--- src/rtl/flash_seq_pkg.sv ---
package flash_seq_pkg;

  typedef enum logic [1:0] {ST_IDLE, ST_WRITE, ST_POLL, ST_VERIFY} seq_state_e;
  typedef enum logic [1:0] {PH_IDLE, PH_SETUP, PH_STROBE, PH_RECOV} bus_phase_e;

  localparam logic [1:0]  OPC_PROG   = 2'b00;
  localparam logic [1:0]  OPC_SERASE = 2'b01;
  localparam logic [11:0] UNLK_A     = 12'h555;
  localparam logic [11:0] UNLK_B     = 12'h2AA;

  // one entry of a command sequence; at_target selects the request address
  typedef struct packed {
    logic        at_target;
    logic [11:0] uaddr;
    logic [7:0]  code;
  } bus_word_t;

  function automatic logic [2:0] last_step(input logic [1:0] op);
    return (op == OPC_PROG) ? 3'd3 : 3'd5;
  endfunction

  function automatic bus_word_t step_word(input logic [1:0] op, input logic [2:0] step);
    bus_word_t w;
    w.at_target = 1'b0;
    w.uaddr     = UNLK_A;
    w.code      = 8'hAA;
    case (step)
      3'd0: ;
      3'd1: begin w.uaddr = UNLK_B; w.code = 8'h55; end
      3'd2: w.code = (op == OPC_PROG) ? 8'hA0 : 8'h80;
      3'd3: if (op == OPC_PROG) begin w.at_target = 1'b1; w.code = 8'h00; end
      3'd4: begin w.uaddr = UNLK_B; w.code = 8'h55; end
      default: begin
        if (op == OPC_SERASE) begin w.at_target = 1'b1; w.code = 8'h30; end
        else w.code = 8'h10;
      end
    endcase
    return w;
  endfunction

endpackage

--- src/rtl/flash_bus_cycle.sv ---
module flash_bus_cycle
  import flash_seq_pkg::*;
#(
  parameter int AW    = 21,
  parameter int DW    = 16,
  parameter int T_AS  = 1,
  parameter int T_WP  = 2,
  parameter int T_WPH = 2,
  parameter int T_ASO = 1,
  parameter int T_RD  = 5,
  parameter int T_OEH = 1
) (
  input  logic          clk,
  input  logic          rst_n,
  input  logic          start,
  input  logic          is_read,
  input  logic [AW-1:0] addr,
  input  logic [DW-1:0] wdata,
  output logic          cyc_done,
  output logic [DW-1:0] rdata,
  output logic [AW-1:0] fl_addr,
  output logic [DW-1:0] fl_dq_out,
  input  logic [DW-1:0] fl_dq_in,
  output logic          fl_dq_oe,
  output logic          fl_cs_n,
  output logic          fl_we_n,
  output logic          fl_oe_n
);

  function automatic int imax(input int a, input int b);
    return (a > b) ? a : b;
  endfunction

  localparam int TMAX = imax(imax(imax(T_AS, T_WP), imax(T_WPH, T_ASO)), imax(T_RD, T_OEH));
  localparam int CW   = $clog2(TMAX + 1);

  bus_phase_e    phase;
  logic [CW-1:0] cnt;
  logic          rd_q;

  // every pin is a register so the asynchronous bus sees no decode glitches
  always_ff @(posedge clk or negedge rst_n) begin
    if (!rst_n) begin
      phase     <= PH_IDLE;
      cnt       <= '0;
      rd_q      <= 1'b0;
      cyc_done  <= 1'b0;
      rdata     <= '0;
      fl_addr   <= '0;
      fl_dq_out <= '0;
      fl_dq_oe  <= 1'b0;
      fl_cs_n   <= 1'b1;
      fl_we_n   <= 1'b1;
      fl_oe_n   <= 1'b1;
    end else begin
      cyc_done <= 1'b0;
      case (phase)
        PH_IDLE: begin
          if (start) begin
            phase     <= PH_SETUP;
            rd_q      <= is_read;
            cnt       <= is_read ? CW'(T_ASO - 1) : CW'(T_AS - 1);
            fl_addr   <= addr;
            fl_dq_out <= wdata;
            fl_dq_oe  <= !is_read;
            fl_cs_n   <= 1'b0;
          end
        end
        PH_SETUP: begin
          if (cnt == '0) begin
            phase   <= PH_STROBE;
            cnt     <= rd_q ? CW'(T_RD - 1) : CW'(T_WP - 1);
            fl_we_n <= rd_q;
            fl_oe_n <= !rd_q;
          end else begin
            cnt <= cnt - 1'b1;
          end
        end
        PH_STROBE: begin
          if (cnt == '0) begin
            phase   <= PH_RECOV;
            cnt     <= rd_q ? CW'(T_OEH - 1) : CW'(T_WPH - 1);
            fl_we_n <= 1'b1;
            fl_oe_n <= 1'b1;
            fl_cs_n <= 1'b1;
            if (rd_q) rdata <= fl_dq_in;
          end else begin
            cnt <= cnt - 1'b1;
          end
        end
        default: begin
          if (cnt == '0) begin
            phase    <= PH_IDLE;
            fl_dq_oe <= 1'b0;
            cyc_done <= 1'b1;
          end else begin
            cnt <= cnt - 1'b1;
          end
        end
      endcase
    end
  end

endmodule

--- src/rtl/flash_busy_timer.sv ---
module flash_busy_timer #(
  parameter int TW = 16
) (
  input  logic          clk,
  input  logic          rst_n,
  input  logic          run,
  input  logic [TW-1:0] limit,
  output logic          expired
);

  logic [TW-1:0] cnt;

  assign expired = (cnt >= limit);

  always_ff @(posedge clk or negedge rst_n) begin
    if (!rst_n)        cnt <= '0;
    else if (!run)     cnt <= '0;
    else if (!expired) cnt <= cnt + 1'b1;
  end

endmodule

--- src/rtl/flash_op_seq.sv ---
module flash_op_seq
  import flash_seq_pkg::*;
#(
  parameter int AW         = 21,
  parameter int DW         = 16,
  parameter int T_AS       = 1,
  parameter int T_WP       = 2,
  parameter int T_WPH      = 2,
  parameter int T_ASO      = 1,
  parameter int T_RD       = 5,
  parameter int T_OEH      = 1,
  parameter int TMO_PROG   = 15000,
  parameter int TMO_SERASE = 250000000,
  parameter int TMO_CERASE = 2100000000
) (
  input  logic          clk,
  input  logic          rst_n,
  input  logic          cmd_valid,
  output logic          cmd_ready,
  input  logic [1:0]    cmd_op,
  input  logic [AW-1:0] cmd_addr,
  input  logic [DW-1:0] cmd_data,
  output logic          op_done,
  output logic          op_err,
  output logic          op_timeout,
  output logic [AW-1:0] fl_addr,
  output logic [DW-1:0] fl_dq_out,
  input  logic [DW-1:0] fl_dq_in,
  output logic          fl_dq_oe,
  output logic          fl_cs_n,
  output logic          fl_we_n,
  output logic          fl_oe_n
);

  localparam int TMO_A = (TMO_PROG > TMO_SERASE) ? TMO_PROG : TMO_SERASE;
  localparam int TMO_M = (TMO_A > TMO_CERASE) ? TMO_A : TMO_CERASE;
  localparam int TW    = $clog2(TMO_M + 1);
  localparam int SB    = 6;  // toggle bit position

  seq_state_e    state;
  logic [1:0]    op_q;
  logic [AW-1:0] addr_q;
  logic [DW-1:0] data_q;
  logic [2:0]    step;
  logic          launch;
  logic          have_prev;
  logic          prev_tb;

  logic          issue, issue_rd;
  logic [AW-1:0] issue_addr;
  logic [DW-1:0] issue_data;
  logic          bus_done;
  logic [DW-1:0] bus_rdata;

  logic          tmr_expired;
  logic [TW-1:0] tmr_limit;

  bus_word_t     sw;
  logic [AW-1:0] wr_addr;
  logic [DW-1:0] wr_data;

  always_comb begin
    sw      = step_word(op_q, step);
    wr_addr = sw.at_target ? addr_q : AW'(sw.uaddr);
    wr_data = (sw.at_target && op_q == OPC_PROG) ? data_q : DW'(sw.code);
  end

  always_comb begin
    if (op_q == OPC_PROG)        tmr_limit = TW'(TMO_PROG);
    else if (op_q == OPC_SERASE) tmr_limit = TW'(TMO_SERASE);
    else                         tmr_limit = TW'(TMO_CERASE);
  end

  assign cmd_ready = (state == ST_IDLE);

  always_ff @(posedge clk or negedge rst_n) begin
    if (!rst_n) begin
      state      <= ST_IDLE;
      op_q       <= '0;
      addr_q     <= '0;
      data_q     <= '0;
      step       <= '0;
      launch     <= 1'b0;
      have_prev  <= 1'b0;
      prev_tb    <= 1'b0;
      issue      <= 1'b0;
      issue_rd   <= 1'b0;
      issue_addr <= '0;
      issue_data <= '0;
      op_done    <= 1'b0;
      op_err     <= 1'b0;
      op_timeout <= 1'b0;
    end else begin
      issue      <= 1'b0;
      op_done    <= 1'b0;
      op_err     <= 1'b0;
      op_timeout <= 1'b0;
      case (state)
        ST_IDLE: begin
          if (cmd_valid) begin
            op_q   <= cmd_op;
            addr_q <= cmd_addr;
            data_q <= cmd_data;
            step   <= '0;
            launch <= 1'b1;
            state  <= ST_WRITE;
          end
        end
        ST_WRITE: begin
          if (launch) begin
            issue      <= 1'b1;
            issue_rd   <= 1'b0;
            issue_addr <= wr_addr;
            issue_data <= wr_data;
            launch     <= 1'b0;
          end else if (bus_done) begin
            launch <= 1'b1;
            if (step == last_step(op_q)) begin
              state     <= ST_POLL;
              have_prev <= 1'b0;
            end else begin
              step <= step + 1'b1;
            end
          end
        end
        ST_POLL: begin
          if (launch) begin
            issue      <= 1'b1;
            issue_rd   <= 1'b1;
            issue_addr <= addr_q;
            launch     <= 1'b0;
          end else if (bus_done) begin
            if (have_prev && bus_rdata[SB] == prev_tb) begin
              if (op_q == OPC_PROG) begin
                state  <= ST_VERIFY;
                launch <= 1'b1;
              end else begin
                state   <= ST_IDLE;
                op_done <= 1'b1;
              end
            end else if (tmr_expired) begin
              state      <= ST_IDLE;
              op_done    <= 1'b1;
              op_timeout <= 1'b1;
            end else begin
              prev_tb   <= bus_rdata[SB];
              have_prev <= 1'b1;
              launch    <= 1'b1;
            end
          end
        end
        default: begin
          if (launch) begin
            issue      <= 1'b1;
            issue_rd   <= 1'b1;
            issue_addr <= addr_q;
            launch     <= 1'b0;
          end else if (bus_done) begin
            state   <= ST_IDLE;
            op_done <= 1'b1;
            op_err  <= (bus_rdata != data_q);
          end
        end
      endcase
    end
  end

  flash_busy_timer #(.TW(TW)) u_timer (
    .clk     (clk),
    .rst_n   (rst_n),
    .run     (state == ST_POLL),
    .limit   (tmr_limit),
    .expired (tmr_expired)
  );

  flash_bus_cycle #(
    .AW(AW), .DW(DW), .T_AS(T_AS), .T_WP(T_WP), .T_WPH(T_WPH),
    .T_ASO(T_ASO), .T_RD(T_RD), .T_OEH(T_OEH)
  ) u_bus (
    .clk       (clk),
    .rst_n     (rst_n),
    .start     (issue),
    .is_read   (issue_rd),
    .addr      (issue_addr),
    .wdata     (issue_data),
    .cyc_done  (bus_done),
    .rdata     (bus_rdata),
    .fl_addr   (fl_addr),
    .fl_dq_out (fl_dq_out),
    .fl_dq_in  (fl_dq_in),
    .fl_dq_oe  (fl_dq_oe),
    .fl_cs_n   (fl_cs_n),
    .fl_we_n   (fl_we_n),
    .fl_oe_n   (fl_oe_n)
  );

endmodule

--- config.mk ---
export PLATFORM = sky130hd
export DESIGN_NAME = flash_op_seq
export DESIGN_NICKNAME = d
export VERILOG_FILES = /design/src/rtl/flash_seq_pkg.sv /design/src/rtl/flash_bus_cycle.sv /design/src/rtl/flash_busy_timer.sv /design/src/rtl/flash_op_seq.sv
export SDC_FILE = /design/constraint.sdc
export NUM_CORES = 1
export LEC_CHECK = 0
export ABC_AREA = 1
export CORE_UTILIZATION = 58
export DETAILED_ROUTE_END_ITERATION = 10
export GPL_ROUTABILITY_DRIVEN = 0
export GPL_TIMING_DRIVEN = 1
export PLACE_DENSITY = 0.81
export RECOVER_POWER = 25
export SYNTH_ARGS = -nofsm -noshare
export SYNTH_HDL_FRONTEND = slang
export SYNTH_HIERARCHICAL = 1
export SYNTH_SLANG_ARGS = --single-unit
--- constraint.sdc ---
create_clock -name clk -period 3.4 [get_ports clk]
set_input_delay 0.68 -clock clk [delete_from_list [all_inputs] [get_ports clk]]
set_output_delay 0.68 -clock clk [all_outputs]
set_load 0.1 [all_outputs]
==> results.toml <==
[outcome]
status = "complete, but fails checks"
violations = "capacitance limit, slew limit"

[clock_tree]
cts.sinks = 184
clk_pin_slew_ps = 70
cts_tree = "yes"
ctsLongestPathBuffers = 2
cts_resized = 0
post-cts-setup-buffers = 0
numCtsBuffers = 17
cts_max_level = 4
clock_latency_ps = 430
hold_buffers = 0
root_buffer = "clkbuf_16"

[layout]
multiInputGateArea_sq_um = 4564
area_growth_pct = 17.16
drive_gt1_share_pct = 9.706
final_cell_mix = "nand2_1 (431), dfrtp_1 (181), inv_1 (136), nor2_1 (97), nand3_1 (96)"
num_antenna_cells = 0
fillers = 1311
regArea_sq_um = 4608
final_common_cell = "nand2_1"
finalNetCount = 1448

[timing]
whs_ps = 466.1
fin_crit_sh_pct = 86.51
skew_ps = 7.448
max_freq_ghz = 0.3400
worst_pin_slew_ps = 1766
finalSetupViolCount = 0
final_hold_viol_count = 0
rsz0062_at_grt = "false"
period_minus_slack_ps = 2941
slew-limit-headroom_pct = -17.70
finalMaxSlewViolations = 75
setup_tns_ps = 0

[worst_setup_path]
startpoint_type = "flip-flop"
required_ps = 3710
r2r-start = "op_q[1]"
worstSetupPathType = "flip-flop to flip-flop"
r2r_end = "have_prev"
crit_fanout = 33
ff2ff_path_depth = 18
rrSetupSlack_ps = 460
arrival_ps = 3250
endpoint_kind = "flip-flop"

[floorplanning]
start_util_pct = 59.75
rows = 47
pin_count = 103
die_area_sq_um = 17670
fp.dieW_microns = 132.9
fp.coreArea_sq_um = 16640
die_y_microns = 132.9

[logic_synthesis]
syn_inst = 1251
synth_xor_area_share_pct = 2.554
synth_top_family_by_area = "simple AND/OR/NAND/NOR gates"
synthSimpleGateAreaFrac_pct = 29.45
synth_seq_area_share_pct = 46.34
netlist_area_sq_um = 9943
ys_warn_count = 6
synth-compound-area-share_pct = 4.832
synth_mux_area_share_pct = 3.284
synthAdderAreaFrac_pct = 5.411
synth.avg_cell_area_sq_um = 7.948
ys_ff_latch = 184
ys_types = 40

[route]
wl_per_cell_microns = 14.80
drt_iter0_drc = 682
vias = 8477
wl_mm = 23.38
drc = 0
ant_nets = 0
avgViaCountPerCell = 5.365
dr.pass1.iters = 9

[global_routing]
grt_max_degree = 75
grt_pass1_vias = 7886
grt_pass1_wl_mm = 38.93
grt-ovfl-total = 0
antenna_found_initial = 0
grt_usage_pct = 27.77

[worst_hold_path]
hold_depth = 2
min_to = "u_bus/fl_addr[11]"
hp-start = "issue_addr[11]"
hold_class = "flip-flop to flip-flop"

[run]
cap_violations = 1

[pwr]
cellPowerDensity_nw_per_um2 = 834.1
ir_drop_mv = 0.7067
p_leak_nw = 6.058

[placed_design]
port_buffers = 102
hpwlAfterDp_mm = 16.31
[synth_stat cells]
cell	number	area (sq um)
a21oi_1	44	220.2
o21bai_1	1	7.510
clkbuf_1	10	37.54
nor4_1	1	6.260
buf_4	9	67.56
o31ai_1	2	15.01
mux2_2	29	326.6
o21a_1	1	7.510
or2_1	1	6.260
ha_1	43	538.0
buf_6	4	45.04
nand2_1	431	1618
nand3_2	4	40.04
a31oi_1	1	6.260
nor3_1	1	5.000
nand3_1	96	480.5
nand2_2	6	37.54
a2bb2oi_1	5	43.79
buf_1	1	3.750
nand3b_1	1	7.510
inv_2	9	33.78
nor2_2	5	31.28
xor2_1	17	148.9
nor2_4	5	56.30
o21ai_1	5	25.02
buf_2	18	90.09
conb_1	2	7.510
inv_1	136	510.5
o211ai_1	2	15.01
o21ai_0	18	90.09
nand2_4	3	33.78
o21ai_2	4	35.03
inv_4	2	12.51
nor2_1	98	367.9
a22oi_1	2	15.01
dfrtp_1	181	4529
xnor2_1	12	105.1
nand4_1	36	225.2
dfstp_2	3	78.83
or2_2	2	12.51
[worst max-delay path, stage by stage (launching register included)]
cell and delay, ps:
dfrtp_1 630, nor2_4 140, inv_2 170, inv_1 60
ha_1 300, nand2_1 90, inv_1 40, nand2_1 50
nand2_1 50, a21oi_1 170, nand2_1 90, nor2_2 150
nand2_4 250, inv_1 150, nand3_1 170, nand2_1 110
nand3_1 60, nand2_1 70, o21ai_0 70
[area by class of cell]
class,count,area share (%)
Inverter,147,4.779
Sequential cell,184,39.56
Timing Repair Buffer,113,9.118
Multi-Input combinational cell,884,39.18
Clock inverter,13,1.203
Tap cell,220,2.363
Clock buffer,19,3.802
[state kept, by name, summed over array words and instances (netlist names), 2 cells and up]
signal	cells
u_bus/cnt	3
step	3
data_q	16
issue_addr	21
u_bus/fl_dq_out	16
op_q	2
u_bus/fl_addr	21
u_timer/cnt	31
addr_q	21
issue_data	16
state	2
u_bus/phase	2
u_bus/rdata	16
[metal layers]
metal / up-vias / global-route usage [%] / wire [microns]
met5: - / 0 / 0
met4: 0 / 8.110 / 444
met3: 41 / 4.138 / 1282
met2: 292 / 44.68 / 11030
met1: 4002 / 39.05 / 10620
li1: 4142 / - / -
[worst max path at each step]
stage,depth (start not counted),endpoint,from,slack [ps]
global route,19,have_prev,op_q[1],90
finish,18,have_prev,op_q[1],460
detailed placement,18,have_prev,op_q[1],510
global placement,18,have_prev,op_q[1],610
floorplan,18,have_prev,op_q[1],1040
CTS,18,have_prev,op_q[1],450
[power by group]
group	internal [W]	leakage (nW)	switching (W)	total (W)
logic	0.00130	3.47	0.00295	0.00425
registers	0.00294	2.31	0.000577	0.00352
clock network	0.00105	0.277	0.000894	0.00195
total	0.00530	6.06	0.00442	0.00972
[logic make-up (layout without fill, tap and decap cells)]
logic type,Yosys count,in the layout
AO/OA/AOI/OAI,85,85
XOR/XNOR,29,29
adder cells (fa/ha/maj),43,43
buffers and inverters,189,292
flip-flops,184,184
multiplexers,29,29
other,2,8
AND/OR/NAND/NOR,690,690
[metrics by stage]
stage | utilization, % | power, W | worst slack (ps) | instance area, sq um | instances
5_1_grt | 70.00 | 0.01031 | 92.26 | 11650 | 1580
3_5_place_dp | 66.66 | 0.007769 | 510.5 | 11090 | 1548
3_3_place_gp | 66.66 | 0.007627 | 613.8 | 11090 | 1548
2_1_floorplan | - | 0.006750 | 1037 | 9966 | 1257
6_report | 70.00 | 0.009718 | 458.8 | 11650 | 1580
4_1_cts | 70.17 | 0.009756 | 450.3 | 11680 | 1580
(Power assumes the default switching activity.)
